File: src/rtl/addsub_pkg.sv
package addsub_pkg;
    localparam int DW    = 32;
    localparam int LANES = DW / 8;
    localparam int CYC_W = 5;
    localparam int NFLAG = 5;

    typedef enum logic [1:0] {OP_ADD, OP_SUB, OP_CMP} alu_op_e;
    typedef enum logic [1:0] {SZ_B = 2'b00, SZ_W = 2'b01, SZ_L = 2'b10} size_e;
    typedef enum logic [1:0] {SRC_EA, SRC_REG, SRC_IMM, SRC_QUICK} src_e;

    typedef struct packed {
        logic             legal;
        alu_op_e          op;
        size_e            sz;
        logic             dest_ea;
        logic             full;
        src_e             src;
        logic             sext_w;
        logic             upd_x;
        logic             upd_nzvc;
        logic [CYC_W-1:0] cyc;
    } dec_t;

    typedef struct packed {
        logic             valid;
        logic [DW-1:0]    result;
        logic [LANES-1:0] lane_we;
        logic             wr_reg;
        logic             wr_ea;
        logic [NFLAG-1:0] ccr_val;
        logic [NFLAG-1:0] ccr_upd;
        logic             illegal;
        logic [CYC_W-1:0] cyc;
    } out_t;
endpackage

File: src/rtl/asu_decode.sv
module asu_decode
    import addsub_pkg::*;
(
    input  logic [15:0] opcode,
    output dec_t        dec
);
    logic [3:0] grp;
    logic [2:0] rfld;
    logic       dirb;
    logic [1:0] szf;
    logic [2:0] mode;
    logic       is_long;

    always_comb begin
        grp     = opcode[15:12];
        rfld    = opcode[11:9];
        dirb    = opcode[8];
        szf     = opcode[7:6];
        mode    = opcode[5:3];
        is_long = (szf == 2'b10);

        dec          = '0;
        dec.op       = OP_ADD;
        dec.sz       = SZ_B;
        dec.src      = SRC_EA;

        unique case (grp)
            4'hD, 4'h9, 4'hB: begin
                dec.op = (grp == 4'hD) ? OP_ADD : ((grp == 4'h9) ? OP_SUB : OP_CMP);
                if (szf == 2'b11) begin
                    // address-register form
                    dec.legal    = 1'b1;
                    dec.full     = 1'b1;
                    dec.sz       = dirb ? SZ_L : SZ_W;
                    dec.sext_w   = !dirb;
                    dec.upd_nzvc = (dec.op == OP_CMP);
                    dec.cyc      = (dec.op == OP_CMP || dirb) ? CYC_W'(6) : CYC_W'(8);
                end else begin
                    dec.sz = size_e'(szf);
                    if (dec.op == OP_CMP) begin
                        dec.legal    = !dirb;
                        dec.upd_nzvc = 1'b1;
                        dec.cyc      = is_long ? CYC_W'(6) : CYC_W'(4);
                    end else begin
                        dec.legal    = !(dirb && (mode <= 3'd1));
                        dec.dest_ea  = dirb;
                        dec.src      = dirb ? SRC_REG : SRC_EA;
                        dec.upd_x    = 1'b1;
                        dec.upd_nzvc = 1'b1;
                        if (dirb) dec.cyc = is_long ? CYC_W'(12) : CYC_W'(8);
                        else      dec.cyc = is_long ? CYC_W'(6)  : CYC_W'(4);
                    end
                end
            end
            4'h5: begin
                dec.op       = dirb ? OP_SUB : OP_ADD;
                dec.sz       = size_e'(szf);
                dec.src      = SRC_QUICK;
                dec.dest_ea  = 1'b1;
                dec.full     = (mode == 3'd1);
                dec.legal    = (szf != 2'b11) && !((mode == 3'd1) && (szf == 2'b00));
                dec.upd_x    = (mode != 3'd1);
                dec.upd_nzvc = (mode != 3'd1);
                if (mode <= 3'd1) dec.cyc = is_long ? CYC_W'(8)  : CYC_W'(4);
                else              dec.cyc = is_long ? CYC_W'(12) : CYC_W'(8);
            end
            4'h0: begin
                if (!dirb && (rfld == 3'b011 || rfld == 3'b010 || rfld == 3'b110)) begin
                    dec.op       = (rfld == 3'b011) ? OP_ADD : ((rfld == 3'b010) ? OP_SUB : OP_CMP);
                    dec.sz       = size_e'(szf);
                    dec.src      = SRC_IMM;
                    dec.dest_ea  = 1'b1;
                    dec.legal    = (szf != 2'b11) && (mode != 3'd1);
                    dec.upd_x    = (dec.op != OP_CMP);
                    dec.upd_nzvc = 1'b1;
                    if (dec.op == OP_CMP) begin
                        if (mode == 3'd0) dec.cyc = is_long ? CYC_W'(14) : CYC_W'(8);
                        else              dec.cyc = is_long ? CYC_W'(12) : CYC_W'(8);
                    end else begin
                        if (mode == 3'd0) dec.cyc = is_long ? CYC_W'(16) : CYC_W'(8);
                        else              dec.cyc = is_long ? CYC_W'(20) : CYC_W'(12);
                    end
                end
            end
            default: ;
        endcase

        if (!dec.legal) begin
            dec.upd_x    = 1'b0;
            dec.upd_nzvc = 1'b0;
            dec.cyc      = '0;
        end
    end
endmodule

File: src/rtl/asu_alu.sv
module asu_alu
    import addsub_pkg::*;
(
    input  logic [DW-1:0] a,
    input  logic [DW-1:0] b,
    input  logic          sub,
    input  size_e         sz,
    output logic [DW-1:0] r,
    output logic          c,
    output logic          v,
    output logic          n,
    output logic          z
);
    localparam int NW = 3;

    logic [NW-1:0] cw, vw, nw, zw;
    logic [1:0]    sel;

    for (genvar g = 0; g < NW; g++) begin : g_width
        localparam int W = 8 << g;
        logic [W:0] ext;
        assign ext   = sub ? ({1'b0, a[W-1:0]} - {1'b0, b[W-1:0]})
                           : ({1'b0, a[W-1:0]} + {1'b0, b[W-1:0]});
        assign cw[g] = ext[W];
        assign nw[g] = ext[W-1];
        assign zw[g] = (ext[W-1:0] == '0);
        assign vw[g] = sub ? ((a[W-1] != b[W-1]) && (ext[W-1] != a[W-1]))
                           : ((a[W-1] == b[W-1]) && (ext[W-1] != a[W-1]));
    end

    always_comb begin
        sel = (sz == SZ_B) ? 2'd0 : ((sz == SZ_W) ? 2'd1 : 2'd2);
        r   = sub ? (a - b) : (a + b);
        c   = cw[sel];
        v   = vw[sel];
        n   = nw[sel];
        z   = zw[sel];
    end
endmodule

File: src/rtl/asu_lanes.sv
module asu_lanes
    import addsub_pkg::*;
(
    input  size_e            sz,
    output logic [LANES-1:0] lane,
    output logic [DW-1:0]    bitmask
);
    for (genvar i = 0; i < LANES; i++) begin : g_lane
        assign lane[i] = (sz == SZ_L) || ((sz == SZ_W) && (i < 2)) || (i == 0);
        assign bitmask[8*i +: 8] = {8{lane[i]}};
    end
endmodule

File: src/rtl/sized_addsub_unit.sv
module sized_addsub_unit
    import addsub_pkg::*;
(
    input  logic             clk,
    input  logic             rst_n,
    input  logic             in_valid,
    input  logic [15:0]      opcode,
    input  logic [DW-1:0]    reg_opnd,
    input  logic [DW-1:0]    ea_opnd,
    input  logic [DW-1:0]    imm_opnd,
    output logic             out_valid,
    output logic [DW-1:0]    result,
    output logic [LANES-1:0] lane_we,
    output logic             wr_reg,
    output logic             wr_ea,
    output logic [NFLAG-1:0] ccr_val,
    output logic [NFLAG-1:0] ccr_upd,
    output logic             illegal,
    output logic [CYC_W-1:0] base_cycles
);
    dec_t             dec;
    logic [DW-1:0]    opa, opb, alu_r, bmask;
    logic [LANES-1:0] lmask;
    logic [3:0]       qval;
    size_e            alu_sz;
    logic             fc, fv, fn, fz, writes;
    out_t             st_d, st_q;

    asu_decode u_dec (.opcode(opcode), .dec(dec));

    always_comb begin
        qval   = (opcode[11:9] == 3'd0) ? 4'd8 : {1'b0, opcode[11:9]};
        opa    = dec.dest_ea ? ea_opnd : reg_opnd;
        alu_sz = dec.full ? SZ_L : dec.sz;
        unique case (dec.src)
            SRC_EA:    opb = dec.sext_w ? {{(DW-16){ea_opnd[15]}}, ea_opnd[15:0]} : ea_opnd;
            SRC_REG:   opb = reg_opnd;
            SRC_IMM:   opb = imm_opnd;
            SRC_QUICK: opb = {{(DW-4){1'b0}}, qval};
            default:   opb = ea_opnd;
        endcase
    end

    asu_alu u_alu (
        .a(opa), .b(opb), .sub(dec.op != OP_ADD), .sz(alu_sz),
        .r(alu_r), .c(fc), .v(fv), .n(fn), .z(fz)
    );

    asu_lanes u_lanes (.sz(alu_sz), .lane(lmask), .bitmask(bmask));

    always_comb begin
        st_d       = st_q;
        st_d.valid = in_valid;
        writes     = dec.legal && (dec.op != OP_CMP);
        if (in_valid) begin
            st_d.result  = (opa & ~bmask) | (alu_r & bmask);
            st_d.lane_we = writes ? lmask : '0;
            st_d.wr_reg  = writes && !dec.dest_ea;
            st_d.wr_ea   = writes && dec.dest_ea;
            st_d.ccr_val = {fc, fn, fz, fv, fc};
            st_d.ccr_upd = {dec.upd_x, {(NFLAG-1){dec.upd_nzvc}}};
            st_d.illegal = !dec.legal;
            st_d.cyc     = dec.cyc;
        end
    end

    always_ff @(posedge clk or negedge rst_n) begin
        if (!rst_n) st_q <= '0;
        else        st_q <= st_d;
    end

    assign out_valid   = st_q.valid;
    assign result      = st_q.result;
    assign lane_we     = st_q.lane_we;
    assign wr_reg      = st_q.wr_reg;
    assign wr_ea       = st_q.wr_ea;
    assign ccr_val     = st_q.ccr_val;
    assign ccr_upd     = st_q.ccr_upd;
    assign illegal     = st_q.illegal;
    assign base_cycles = st_q.cyc;
endmodule

File: config.mk
export PLATFORM = sky130hd
export DESIGN_NAME = sized_addsub_unit
export DESIGN_NICKNAME = d
export VERILOG_FILES = /design/src/rtl/addsub_pkg.sv /design/src/rtl/asu_decode.sv /design/src/rtl/asu_alu.sv /design/src/rtl/asu_lanes.sv /design/src/rtl/sized_addsub_unit.sv
export SDC_FILE = /design/constraint.sdc
export NUM_CORES = 1
export LEC_CHECK = 0
export ABC_AREA = 1
export CAP_MARGIN = 15
export CORE_UTILIZATION = 28
export DETAILED_ROUTE_END_ITERATION = 10
export PLACE_DENSITY = 0.58
export SLEW_MARGIN = 40
export SYNTH_ARGS = -nofsm -noshare
export SYNTH_HDL_FRONTEND = slang
export SYNTH_SLANG_ARGS = --single-unit
export TNS_END_PERCENT = 10
File: constraint.sdc
create_clock -name clk -period 0.85 [get_ports clk]
set_clock_uncertainty 0.2 [all_clocks]
set_input_delay 0.17 -clock clk [delete_from_list [all_inputs] [get_ports clk]]
set_output_delay 0.17 -clock clk [all_outputs]
set_load 0.02 [all_outputs]
; Word-level counts from Yosys, hierarchy flattened
; Cells that the tools add are included.
; Widths: inputs -> output; s select.
[classes]
n_mux = 63
bitwise = 4
reduce_logical = 34
magnitude_cmp = 2
eq_ne = 30
addsub = 8
[op_table]
columns = operator, count
row1 = $pmux 32 s4, 1
row2 = $mux 32, 3
row3 = $and 32x32->32, 2
row4 = $mux 5, 8
row5 = $add 32x32->33, 1
row6 = $mux 33, 1
row7 = $sub 32x32->33, 1
row8 = $add 32x32->32, 1
row9 = $logic_not 32->1, 1
row10 = $not 32->32, 1
row11 = $or 32x32->32, 1
row12 = $sub 32x32->32, 1
row13 = $mux 2, 13
row14 = $pmux 7 s3, 1
row15 = $pmux 6 s3, 1
row16 = $add 16x16->17, 1
row17 = $mux 1, 17
row18 = $mux 17, 1
row19 = $sub 16x16->17, 1
row20 = $logic_not 16->1, 1
row21 = $mux 4, 4
row22 = $eq 2x2->1 const B, 7
row23 = $logic_and 1x1->1, 14
row24 = $mux 7, 2
row25 = 28 further kinds, 56
[totals]
inputBits = 115
wordCells = 150
output_inout_bits = 55
register_bits = 55

; Depth between registers and ports, before layout
; Gate-level depths: netlist of the first run.
[depth]
depth_word = 16
mapped_depth = 34
depth_no_buf = 33

; By module
; A second synthesis of the first run with hierarchy kept.
[unflattened]
hier_cells = 1516
area_unflattened_um2 = 8320.5
[by_module_without_submodules]
columns = module, cells_each, seq_area_each_um2, n_inst, area_each_um2
row1 = sized_addsub_unit, 607, 1276.2, 1, 3753.6
row2 = asu_alu, 759, 0.0, 1, 3751.1
row3 = asu_decode, 112, 0.0, 1, 536.8
row4 = asu_lanes, 38, 0.0, 1, 279.0

; Worst setup path after synthesis of the first run
; No wires, ideal clock.
[synth_path]
kind = input to register
start = in opcode[8]
end = reg st_q (netlist bit ccr_val[1])
setup_ps = 117
arrival_time_ps = 3292
setup_slack_ps = -2758
required_time_ps = 533
n_path_buf = 0
stages = 29
cell_sequence = inv_2 > nand2_1 > nor2_1 > nand2_4 > o21ai_0 > nand3_1 > o21ai_2 > ha_1 > nand3_2 > nor2_4 > nand2_2 > nor3_2 > nor2_1 > xor2_1 > ha_1 > a21oi_1 > o21ai_0 > a21oi_1 > inv_1 > a21oi_1 > nand2_1 > nand2_1 > nand2_1 > inv_1 > a21oi_1 > o21ai_1 > nand2_1 > nand2_1 > nand2_1
[synth_between]
elab_chain_len = 13
word_cells_on_any_way = 57
classes_between = add/sub (6) / eq/ne (13) / mux (27) / reduce/logical (11)
[synth_rtl]
columns = element, line
row1 = start: declaration, sized_addsub_unit.sv:7  ; input logic [15:0] opcode,
row2 = $mux 1 or $logic_not 1->1 (tied branches), -
row3 = $mux 2 or $logic_and 1x1->1 (tied branches), "asu_decode.sv:40, asu_decode.sv:68"
row4 = $mux 2 (on tied branches), "asu_decode.sv:30, asu_decode.sv:68"
row5 = $pmux 2 s3, asu_decode.sv:27  ; unique case (grp)
row6 = $eq 2x2->1 (tied with other cells), sized_addsub_unit.sv:35  ; unique case (dec.src)
row7 = $pmux 32 s4, sized_addsub_unit.sv:35
row8 = $add 32x32->33 (tied with other cells), asu_alu.sv:23  ; : ({1'b0, a[W-1:0]} + {1'b0, b[W-1:0]});
row9 = $mux 33 (tied with other cells), asu_alu.sv:22  ; assign ext = sub ? ({1'b0, a[W-1:0]} - {1'b0, b[W-1:0]})
row10 = $ne 1x1->1, "asu_alu.sv:27, asu_alu.sv:28"
row11 = $logic_and 1x1->1 (on tied branches), "asu_alu.sv:28, asu_alu.sv:27"
row12 = $mux 1, asu_alu.sv:27  ; assign vw[g] = sub ? ((a[W-1] != b[W-1]) && (ext[W-1] != a[W-1]))
row13 = $bmux 1 s2 *, asu_alu.sv:35  ; v = vw[sel];
row14 = $mux 1 (not written as such) *, asu_alu.sv:35
row15 = end signal: assignment, sized_addsub_unit.sv:69  ; else st_q <= st_d;
row16 = end: declaration, sized_addsub_unit.sv:27  ; out_t st_d, st_q;
; Mark *: on every way between the ends. The rest lies on a longest branch, timed or not. The select of a mux whose other input is x is not followed.
; A chain may end at the register's enable or synchronous reset.

; Worst setup path after layout of the first run
[layout_path]
start = in opcode[8]
end = reg st_q (netlist bit ccr_val[2])
[layout_between]
elab_chain_len = 11
word_cells_on_any_way = 42
classes_between = add/sub (6) / eq/ne (4) / mux (24) / reduce/logical (8)
[layout_rtl]
columns = element, line
row1 = $mux 1 or $logic_not 1->1 (tied branches), -
row2 = $mux 2 or $logic_and 1x1->1 (tied branches), "asu_decode.sv:40, asu_decode.sv:68"
row3 = $mux 2 (on tied branches), "asu_decode.sv:30, asu_decode.sv:68"
row4 = $pmux 2 s3, asu_decode.sv:27
row5 = $eq 2x2->1 (tied with other cells), sized_addsub_unit.sv:35
row6 = $pmux 32 s4, sized_addsub_unit.sv:35
row7 = $add 32x32->33 (tied with other cells), asu_alu.sv:23
row8 = $mux 33 (tied with other cells), asu_alu.sv:22
row9 = $logic_not 32->1 (tied with other cells), asu_alu.sv:26  ; assign zw[g] = (ext[W-1:0] == '0);
row10 = $bmux 1 s2 *, asu_alu.sv:37  ; z = zw[sel];
row11 = $mux 1 (not written as such) *, asu_alu.sv:37
; Marks and branches as above.

==> impl_metrics.ini, run 1 <==
[status]
outcome = finished with violations
violations = negative hold slack, negative setup slack

[place]
portBuffers = 165
place_area_um2 = 11760
gp_congestion = 0.9826
hpwlAfterDp_um = 24750

[cells_and_area]
area_delta_synth_final_pct = 92.45
diodes = 0
layout.nets = 1977
largest_register_ffs = 32
final_cell_mix = 380 x nand2_1, 366 x buf_4, 150 x inv_1
layout_commonest_cell = nand2_1
design_area_um2 = 13970
drive_gt1_share_pct = 45.01

[detailed_routing]
drt_first_pass_iters = 5
dr_wl_met2_um = 14060
top_layer_used = met4
routed-wl-met3_um = 1423
avgRoutedWirePerCell_um = 14.66
first_iter_violations = 551
viasPerCell = 4.622
drc_errors = 0
wl_met1_um = 15500
detail-route-antenna-nets = 0
vias = 9956
wl_um = 31570

[floorplanning]
start_util_pct = 28.66
die_h_um = 163.0
core_um2 = 25330
rows = 58
dieWidth_um = 163.0
die_area_um2 = 26570
ios = 170

[timing]
max_clock_freq_mhz = 263.2
fin_crit_sh_pct = 446.9
hold_viol = 49
fin_ws_ns = -2.949
grt_setup_unrepaired = true
drv_slew = 0
whs_ns = -0.2209
setup-violations-final = 102
fin_crit_ns = 3.799

[clock_tree]
numCtsBuffers = 5
path_clk_slew_ns = 0.07
cts.sinks = 49
htreeDepth = 2
cts_buffer_depth = 2
cts_tree = yes
cts_hold_buf = 1
clock_latency_ns = 0.30
clock-root-buffer = clkbuf_16

[worst_setup_path]
required_ns = 0.88
cp.arrival_ns = 3.83
cp_slowest_cell = ha_4
slowest_delay_ns = 0.33
endpoint_kind = flop
worstSetupStartpointType = input port
crit_fanout = 5
crit_type = in2reg

[power_and_ir_drop]
power_leakage_nw = 7.155
ir_drop_v = 0.0008564
power_density_nw_per_um2 = 1405
power_mw = 19.63

[synth]
yosys_warnings = 0
syn_area_um2 = 7259
synth_nets = 1438
syn_avg_cell_area_um2 = 5.654
syn_inst = 1284
ys_seq_area_share_pct = 16.89
synth.distinct_cells = 49
synth_seq_cells = 49

[global_route]
grt_pass1_vias = 9476
antenna_found_initial = 0
gr-total-overflow = 0
grt_first_pass_wirelength_um = 48310
grt_max_degree = 44
grt_usage_pct = 22.99

[flow_run]
cap_violations = 0

[hold_path]
hp-class = in2async
[repair_timing]
action                                  in CTS  in global routing
gates cloned                                 1                  4
endpoints found under the setup margin     102                143
gates resized for setup                    486                218
pin swaps                                  125                101
buffers inserted                            53                 20
endpoints found under the hold margin       49                 49
[cells by family after synthesis]
family / after synthesis / share of synthesized area, %
other: 1 / 0.05166
adders and majority gates: 39 / 6.825
AOI/OAI and AO/OA: 203 / 15.48
and+or+nand+nor: 728 / 42.97
buffers and inverters: 221 / 12.58
DFF: 49 / 16.89
muxes: 1 / 0.1379
xor gates and xnor gates: 42 / 5.067
[where the power goes]
group          internal, mW  switching [mW]
Sequential             2.73           0.253
Combinational          7.09            7.49
Clock                  1.11           0.953
Total                  10.9            8.70
[worst max-delay path: cells and delay by family]
family | cells | cell delay [ns]
xor gates and xnor gates | 1 | 0.12
and+or+nand+nor | 21 | 2.13
buffers and inverters | 8 | 0.91
adders and majority gates | 1 | 0.33
AOI/OAI and AO/OA | 1 | 0.15
[through the flow]
| step | utilization [%] | TNS (ns) | worst slack (ns) | std cells |
|---|---|---|---|---|
| floorplan | - | -91.95 | -2.673 | 1284 |
| global placement | 46.43 | -165.09 | -3.908 | 2069 |
| detailed placement | 46.43 | -167.83 | -4.002 | 2069 |
| CTS | 50.92 | -127.62 | -2.843 | 2132 |
| global route | 55.16 | -138.74 | -3.149 | 2154 |
| finish | 55.16 | -129.52 | -2.949 | 2154 |
[synth_stat cells, drive strengths merged]
master	number	area, µm²
nand2	488	1879
inv	177	664.4
nor2	142	636.9
o21ai	107	539.3
nand3	63	382.9
a21oi	59	310.3
dfrtp	49	1226
ha	38	475.5
xor2	29	254.0
buf	25	177.7
clkbuf	18	67.56
nand4	13	81.33
xnor2	13	113.9
nor3	12	65.06
o211ai	11	82.58
nand3b	7	52.55
a31oi	6	37.54
o21a	6	45.04
o22ai	4	25.02
a22o	2	17.52
nor4	2	12.51
o21bai	2	15.01
a21boi	1	7.510
a21o	1	7.510
a32o	1	10.01
clkinv	1	3.750
conb	1	3.750
fa	1	20.02
mux2i	1	10.01
nor2b	1	8.760
o2111ai	1	8.760
o221ai	1	8.760
o32ai	1	8.760
[layer usage]
layer	vias to the layer above	track usage (%)
met4	0	5.225
met1	4504	34.00
met5	-	0
met3	41	1.574
met2	267	36.07
li1	5144	-
[cell type report]
class	count	area, µm²
multi-input combinational	1015	6628
fill	2373	11360
inverter	178	685.7
timing repair buffer	574	4867
tap	330	412.9
sequential	49	1227
clock buffer	5	125.1
clock inverter	3	25.02
[final timing paths]
check,from,end,slack (ns),cells past startpoint
worst max-delay path,opcode[8],ccr_val[2],-2.95,32
worst min-delay path,rst_n,base_cycles[1],-0.22,3
worst max register to register,ccr_val[0],ccr_val[0],-0.15,3
worst min register to register,result[1],result[1],0.27,2
max in group asynchronous,rst_n,ccr_val[0],0.40,3
min in group clk,result[1],result[1],0.27,2
Note: power is estimated with default switching activity, not from simulation.
==> inputs of run 2 (changes only) <==
==> constraint.sdc (replaced) <==
create_clock -name clk -period 3.48 [get_ports clk]
set_clock_uncertainty 0.2 [all_clocks]
set_input_delay 0.696 -clock clk [delete_from_list [all_inputs] [get_ports clk]]
set_output_delay 0.696 -clock clk [all_outputs]
set_load 0.02 [all_outputs]
==> run 2 against run 1 <==
Compared with the run above:
- critical path depth fell by 2
- final cell count down 3.1%
- first-iteration DRC count down 22%
- worst setup slack improved by 2.2 ns
- sequential share of layout area increased by 0.48 points
- register-to-register slack gained 2.7 ns
- combinational power fell by 77%
- utilization shrank 2.9 points
- cell area decreased by 5.2%
- the flow finishes with violations (negative setup slack)
- flip-flop and latch count unchanged
- count of clock-buffer cells in the layout is the same
==> impl_metrics.ini, run 2 (same netlist as run 1, synthesis figures left out) <==
[status]
outcome = finished with violations
violations = negative setup slack

[cells_and_area]
layout.nets = 1911
largest_register_ffs = 32
area_delta_synth_final_pct = 82.35
postLayoutCoreUtil_pct = 52.27
diodes = 0
final_cell_mix = 396 x nand2_1, 319 x buf_4, 154 x clkdlybuf4s50_1
layout_commonest_cell = nand2_1
drive_gt1_share_pct = 37.88

[place]
dpl_worst_slack_ns = -1.877
gp_congestion = 0.9692
hpwlAfterDp_um = 25000
portBuffers = 165

[worst_setup_path]
cp.arrival_ns = 4.27
endpoint_kind = flop
crit_fanout = 5
crit_type = in2reg
required_ns = 3.51
crit_buf_inv = 6
r2r_slack_ns = 2.54
cp_slowest_cell = ha_4
crit_family = simple AND/OR/NAND/NOR gates
cp_common_cell = nand2_2
worstSetupStartpointType = input port
slowest_delay_ns = 0.31

[clock_tree]
cts_buffer_depth = 2
cts_hold_buf = 0
clock-root-buffer = clkbuf_16
numCtsBuffers = 5
cts.sinks = 49
path_clk_slew_ns = 0.07
clock_latency_ns = 0.30
cts_tree = yes
htreeDepth = 2

[power_and_ir_drop]
power_leakage_nw = 6.639
ir_drop_v = 0.0002190
power_density_nw_per_um2 = 357.9
power_mw = 4.738

[detailed_routing]
detail-route-antenna-nets = 0
viasPerCell = 4.604
avgRoutedWirePerCell_um = 14.43
first_iter_violations = 429
drc_errors = 0
vias = 9614
drt_first_pass_iters = 5
wl_um = 30130

[floorplanning]
die_h_um = 163.0
start_util_pct = 28.66
rows = 58
core_um2 = 25330
ios = 170
dieWidth_um = 163.0
die_area_um2 = 26570

[timing]
final.setup.tns_ns = -14.81
hold_viol = 0
fin_ws_ns = -0.7686
max_clock_freq_mhz = 235.4
setup-violations-final = 29
fin_crit_ns = 4.249
worstMarginPinSlew_ns = 0.6901
grt_setup_unrepaired = true
max-slew-margin-rel_pct = 53.99
fin_crit_sh_pct = 122.1
drv_slew = 0

[global_route]
gr-total-overflow = 0
antenna_found_initial = 0
grt_usage_pct = 22.47
grt_max_degree = 40
grt_pass1_vias = 9128
grt_first_pass_wirelength_um = 47160

[hold_path]
hp-class = in2async

[flow_run]
cap_violations = 0
run 2: area by class of cell:
type | count | area [µm²]
fill | 2463 | 12090
multi-input combinational | 1015 | 6361
timing repair buffer | 508 | 4370
sequential | 49 | 1226
inverter | 178 | 673.1
tap | 330 | 412.9
clock buffer | 5 | 125.1
clock inverter | 3 | 68.82
run 2: where the power goes:
part | internal [mW] | switching (mW) | total [mW] | leakage [nW]
logic | 1.65 | 1.72 | 3.37 | 5.93
registers | 0.666 | 0.0608 | 0.726 | 0.610
clock network | 0.415 | 0.226 | 0.640 | 0.0944
total | 2.73 | 2.01 | 4.74 | 6.64
run 2: metrics by stage:
step,instances,area (µm²),hold slack [ns]
floorplan,1284,7328,0.2004
global placement,2033,11460,0.2592
detailed placement,2033,11460,0.2638
CTS,2067,12390,0.2584
global route,2088,13240,0.2836
finish,2088,13240,0.2288
run 2: worst paths after layout:
kind                           startpoint             end  cells after the start
max                             opcode[7]      ccr_val[2]                     30
min                                 rst_n       result[0]                      1
max reg2reg                base_cycles[1]  base_cycles[1]                      1
min reg2reg                     result[9]       result[9]                      2
max in group asynchronous           rst_n      ccr_val[1]                      2
min in group clk                result[9]       result[9]                      2
run 2: repair_timing:
| item | in CTS | in global routing |
|---|---|---|
| cloned | 0 | 1 |
| pin swaps | 89 | 108 |
| endpoints found under the hold margin | 0 | 0 |
| setup buffers | 27 | 20 |
| gates resized for setup | 207 | 187 |
| setup endpoints to repair | 35 | 33 |
run 2: routing by layer:
layer	share of wire, %	track usage, %	wire length [µm]	up-vias
met3	3.6	1.397	1099	27
met1	51	33.79	15480	4365
met2	43	34.43	12990	219
met4	1.9	5.650	564	0
met5	0	0	0	-
li1	-	-	-	5003
